==> config.mk <==
export PLATFORM = sky130hd
export DESIGN_NAME = nested_irq_arbiter
export DESIGN_NICKNAME = d
export VERILOG_FILES = /design/src/rtl/nested_irq_arbiter.sv
export SDC_FILE = /design/constraint.sdc
export NUM_CORES = 1
export LEC_CHECK = 0
export BUFFER_PORTS_ARGS = -buffer_cell sky130_fd_sc_hd__buf_2
export CAP_MARGIN = 10
export CELL_PAD_IN_SITES_DETAIL_PLACEMENT = 0
export CELL_PAD_IN_SITES_GLOBAL_PLACEMENT = 1
export CORE_ASPECT_RATIO = 1.25
export CORE_MARGIN = 4
export CORE_UTILIZATION = 48
export DETAILED_ROUTE_END_ITERATION = 8
export GPL_ROUTABILITY_DRIVEN = 0
export PLACE_DENSITY_LB_ADDON = 0.12
export SLEW_MARGIN = 0
export SYNTH_ARGS = -nofsm -noshare
export SYNTH_HDL_FRONTEND = slang
export SYNTH_SLANG_ARGS = --single-unit
==> constraint.sdc <==
create_clock -name clk -period 102.5 [get_ports clk]
set_clock_uncertainty 0.15 [all_clocks]
set_input_delay 25.625 -clock clk [delete_from_list [all_inputs] [get_ports clk]]
set_output_delay 25.625 -clock clk [all_outputs]
set_load 0.01 [all_outputs]
==> src/rtl/nested_irq_arbiter.sv <==
module nested_irq_arbiter #(
  parameter int NSRC = 16,
  parameter int PW   = 4,
  parameter int VW   = 8
) (
  input  logic              clk,
  input  logic              rst_n,
  input  logic [NSRC-1:0]   req_i,
  input  logic [NSRC-1:0]   sense_i,
  input  logic [NSRC-1:0]   mask_i,
  input  logic [NSRC*PW-1:0] prio_i,
  input  logic [PW-1:0]     task_prio_i,
  input  logic [VW-1:0]     spur_vec_i,
  input  logic              ack_i,
  input  logic              eoi_i,
  output logic              int_o,
  output logic              ack_valid_o,
  output logic [VW-1:0]     ack_vec_o,
  output logic [NSRC-1:0]   in_service_o
);
  localparam int IW = (NSRC > 1) ? $clog2(NSRC) : 1;

  logic [NSRC-1:0] req_q, edge_pend, live;
  logic [PW-1:0]   isr_lvl [NSRC];
  logic [PW-1:0]   best_p, top_p;
  logic [IW-1:0]   best_i, top_i;
  logic            take, retire;

  assign live = ((sense_i & req_i) | (~sense_i & edge_pend)) & ~mask_i;

  always_comb begin
    best_p = '0;
    best_i = '0;
    for (int i = 0; i < NSRC; i++)
      if (live[i] && prio_i[i*PW +: PW] > best_p) begin
        best_p = prio_i[i*PW +: PW];
        best_i = IW'(i);
      end
  end

  always_comb begin
    top_p = '0;
    top_i = '0;
    for (int i = 0; i < NSRC; i++)
      if (in_service_o[i] && isr_lvl[i] > top_p) begin
        top_p = isr_lvl[i];
        top_i = IW'(i);
      end
  end

  assign int_o  = (best_p > task_prio_i) && (best_p > top_p);
  assign take   = ack_i && int_o;
  assign retire = eoi_i && (|in_service_o);

  always_ff @(posedge clk) begin
    if (!rst_n) begin
      req_q        <= '0;
      edge_pend    <= '0;
      in_service_o <= '0;
      ack_valid_o  <= 1'b0;
      ack_vec_o    <= '0;
      for (int i = 0; i < NSRC; i++) isr_lvl[i] <= '0;
    end else begin
      req_q       <= req_i;
      ack_valid_o <= ack_i;
      if (ack_i) ack_vec_o <= take ? VW'(best_i) : spur_vec_i;
      for (int i = 0; i < NSRC; i++) begin
        if (take && best_i == IW'(i)) begin
          in_service_o[i] <= 1'b1;
          isr_lvl[i]      <= best_p;
        end else if (retire && top_i == IW'(i)) begin
          in_service_o[i] <= 1'b0;
        end
        if (!sense_i[i] && req_i[i] && !req_q[i])
          edge_pend[i] <= 1'b1;
        else if ((take && best_i == IW'(i)) || sense_i[i])
          edge_pend[i] <= 1'b0;
      end
    end
  end

  a_r4_valid_follows_ack: assert property (@(posedge clk) disable iff (!rst_n)
    ack_i |=> ack_valid_o);

  a_r4_ack_adds_one: assert property (@(posedge clk) disable iff (!rst_n)
    (ack_i && int_o && !eoi_i) |=>
      $countones(in_service_o) == $countones($past(in_service_o)) + 1);

  a_r6_eoi_removes_one: assert property (@(posedge clk) disable iff (!rst_n)
    (eoi_i && !ack_i && |in_service_o) |=>
      $countones(in_service_o) + 1 == $countones($past(in_service_o)));

  a_r7_spurious_keeps_isr: assert property (@(posedge clk) disable iff (!rst_n)
    (ack_i && !int_o && !eoi_i) |=> $stable(in_service_o));

  a_r7_spurious_vector: assert property (@(posedge clk) disable iff (!rst_n)
    (ack_i && !int_o) |=> ack_vec_o == $past(spur_vec_i));
endmodule

==> results.sh <==
export IMPL_status="finished, final reports clean"
export IMPL_portBuffers=153
export IMPL_dp_hpwl_mm=27.5
export IMPL_grt_start_max_net_pins=60
export IMPL_fillers=2343
export IMPL_drive_above_1_share=0.185
export IMPL_rows=63
export IMPL_routed_via_density=5.96
export IMPL_required_ps=76720
export IMPL_reg2reg_depth=132
export IMPL_die_area_um2=27100
export IMPL_drt_wl_total_mm=34.0
export IMPL_hold_class="reg2reg"
export IMPL_final_min_clock_period_ps=80540
export IMPL_grt_usage=0.247
export IMPL_cts_sinks=121
export IMPL_hold_end="ack_vec_o[6]$_SDFFE_PN0P_"
export IMPL_totalPowerFinal_mw=0.235
export IMPL_yosysTopAreaCell="edfxtp_1"
export IMPL_die_y_um=183
export IMPL_max_freq_mhz=12.4
export IMPL_dr_pass1_iters=5
export IMPL_ir_drop_mv=0.0140
export IMPL_hold_buffers=0
export IMPL_r2r_slack_ps=71750
export IMPL_cpMostUsedCell="ha_1"
export IMPL_synth_cell_types=107
export IMPL_root_buffer="clkbuf_16"
export IMPL_synth_edff_count=64
export IMPL_synth_seq_cells=121
export IMPL_worstPathArrival_ps=54770
export IMPL_synth_area_top_cells="edfxtp_1 (16%), dfxtp_1 (9.7%), ha_1 (9.7%)"
export IMPL_worst_path_largest_cell_delay_ps=700
export IMPL_post_cts_setup_buffers=0
export IMPL_pin_count=154
export IMPL_setup_worst_path_end_class="output port"
export IMPL_coreArea_um2=24000
export IMPL_cap_violations=0
export IMPL_slew_viol_final=0
export IMPL_vias=11300
export IMPL_syn2layout_area_growth_pct=13.5
export IMPL_crit_fanout=35
export IMPL_ys_flop_type="edfxtp_1"
export IMPL_ctsResizeCount=0
export IMPL_finalHoldViolCount=0
export IMPL_clk_pin_slew_ps=70
export IMPL_setup_viol=0
export IMPL_die_w_um=148
export IMPL_criticalPathCategory="in2out"
export IMPL_clk_latency_ps=420
export IMPL_synthCells=1427
export IMPL_worstMarginPinSlew_ps=943
export IMPL_power_per_cell_area_nw_per_um2=17.6
export IMPL_numCtsBuffers=17
export IMPL_antenna_found_initial=6
export IMPL_post_drt_wl_per_cell_um=18.0
export IMPL_ys_warn_count=0
export IMPL_avgSynthCellArea_um2=8.24
export IMPL_drtAntennaViolNets=0
export IMPL_drc_errors=0
export IMPL_grt_pass1_wl_mm=54.8
export IMPL_fin_crit_sh=0.786
export IMPL_cts_buffer_depth=2
export IMPL_max_slew_margin=0.361
export IMPL_cts_tree="built"
export IMPL_reg2reg_from="edge_pend[0]$_SDFFE_PN0P_"
export IMPL_setup_worst_path_start_class="input port"
export IMPL_critPathTopFamily="compound AO/OA/AOI/OAI gates"
export IMPL_timing_rr_end="isr_lvl[0][28]$_SDFFCE_PN0P_"
export IMPL_rsz0062_at_grt="false"
export IMPL_power_leakage_nw=5.62
export IMPL_critical_path_buf_inv_count=13
export IMPL_initial_core_util=0.491
export IMPL_slowest_stage="a21oi_1"
export IMPL_fin_tns_setup_ps=0
export IMPL_seq_area_frac_synth=0.260
export IMPL_fin_nets=1772
export IMPL_synth_nets=1646
export IMPL_netlist_area_um2=11800
export IMPL_grt_pass1_vias=11200
export IMPL_yosysTopAreaCellShare=0.163
export IMPL_holdPathStages=2
export IMPL_gr_total_overflow=0
export IMPL_min_from="ack_vec_o[6]$_SDFFE_PN0P_"
export IMPL_drt_iter0_markers=469
export IMPL_async_reset_ff_frac=0
export IMPL_htree_num_levels=4
## metal layers
layer,vias up,share of wire,track usage
li1,5624,-,-
met1,5258,0.42,0.295
met2,337,0.49,0.435
met3,72,0.051,0.0368
met4,4,0.039,0.116
met5,-,0.00088,0
## where the power goes
group          total, mW  internal (mW)  switching (mW)
sequential        0.0609         0.0570         0.00392
clock             0.0623         0.0388          0.0235
combinational      0.112         0.0420          0.0698
## sequential cells by signal, summed over array words and instances, names as in the netlist
| name | flops |
|---|---|
| isr_lvl | 64 |
| edge_pend | 16 |
| in_service_o | 16 |
| req_q | 16 |
| ack_vec_o | 8 |
| ack_valid_o | 1 |
## layout by cell type (no fill, tap or decap), types with 13 or more instances in the layout
cell	n
mux2i_1	47
inv_1	126
nor2b_1	16
clkbuf_16	17
o211ai_1	21
nand3_1	57
a21oi_1	79
nand2_1	127
o31ai_1	25
o21ai_0	70
nand4_1	23
buf_2	153
mux2_2	35
and2_1	35
and3_1	13
nor2_1	83
a31oi_1	22
a211oi_1	21
edfxtp_1	64
nand2b_1	29
dfxtp_1	57
a21o_1	29
nor3_1	46
ha_1	91
## kinds of logic after synthesis
| group | share of synthesized area |
|---|---|
| flops | 0.260 |
| buf+inv | 0.0598 |
| mux | 0.0813 |
| xor+xnor | 0.0134 |
| compound gates | 0.259 |
| simple gates | 0.227 |
| fa+ha+maj | 0.0994 |
## through the flow
stage / hold WS, ps / setup WS (ps) / instances / cell area (um2) / utilization
after floorplan: 299 / 25470 / 1427 / 11800 / -
after global placement: 302 / 22790 / 1859 / 12700 / 0.531
after detailed placement: 304 / 22200 / 1859 / 12700 / 0.531
after CTS: 315 / 22150 / 1891 / 13300 / 0.557
after global routing: 330 / 19340 / 1895 / 13400 / 0.557
final: 316 / 21960 / 1895 / 13400 / 0.557
## synthesized netlist by cell type, drive strengths merged (6+ instances only)
library cell,number
o211ai,23
nand2b,29
mux2i,50
a31o,8
a21oi,80
or3,10
nand4,23
o21a,11
clkbuf,34
buf,15
nor3,55
o311ai,6
a21o,29
inv,126
a211o,9
a211oi,21
nand3,58
nor3b,7
or2,13
a21boi,9
dfxtp,57
o31ai,26
o21bai,7
ha,91
mux2,38
o21ai,82
nor4,9
edfxtp,64
nand2,128
a31oi,25
a311oi,9
nor2b,17
xnor2,11
xor2,7
and2,35
and3,15
nor2,83
## layout make-up
class                   count  area [um2]  area share
diodes                      4        10.0    0.000750
clock buffers              17         425      0.0319
clock inverters            15         190      0.0142
inverters                 126         473      0.0354
multi-input cells        1131        8000       0.599
flip-flops and latches    121        3060       0.229
well taps                 325         407      0.0305
repair buffers            156         788      0.0590
## worst max-delay path by stage
| stage | startpoint | to | slack (ps) | cells after the start |
|---|---|---|---|---|
| floorplan | sense_i[0] | int_o | 25470 | 135 |
| finish | sense_i[0] | int_o | 21960 | 133 |
| global placement | sense_i[0] | int_o | 22790 | 133 |
| global route | sense_i[0] | int_o | 19340 | 133 |
| CTS | sense_i[0] | int_o | 22150 | 133 |
| detailed placement | sense_i[0] | int_o | 22200 | 133 |
## worst min-delay path: cells and delay by family (launching register included)
kind | cells | cell delay [ps]
AO/OA/AOI/OAI | 1 | 50
flip-flops | 1 | 310
AND/OR/NAND/NOR | 1 | 60
Power figures use the tool's default switching activity.
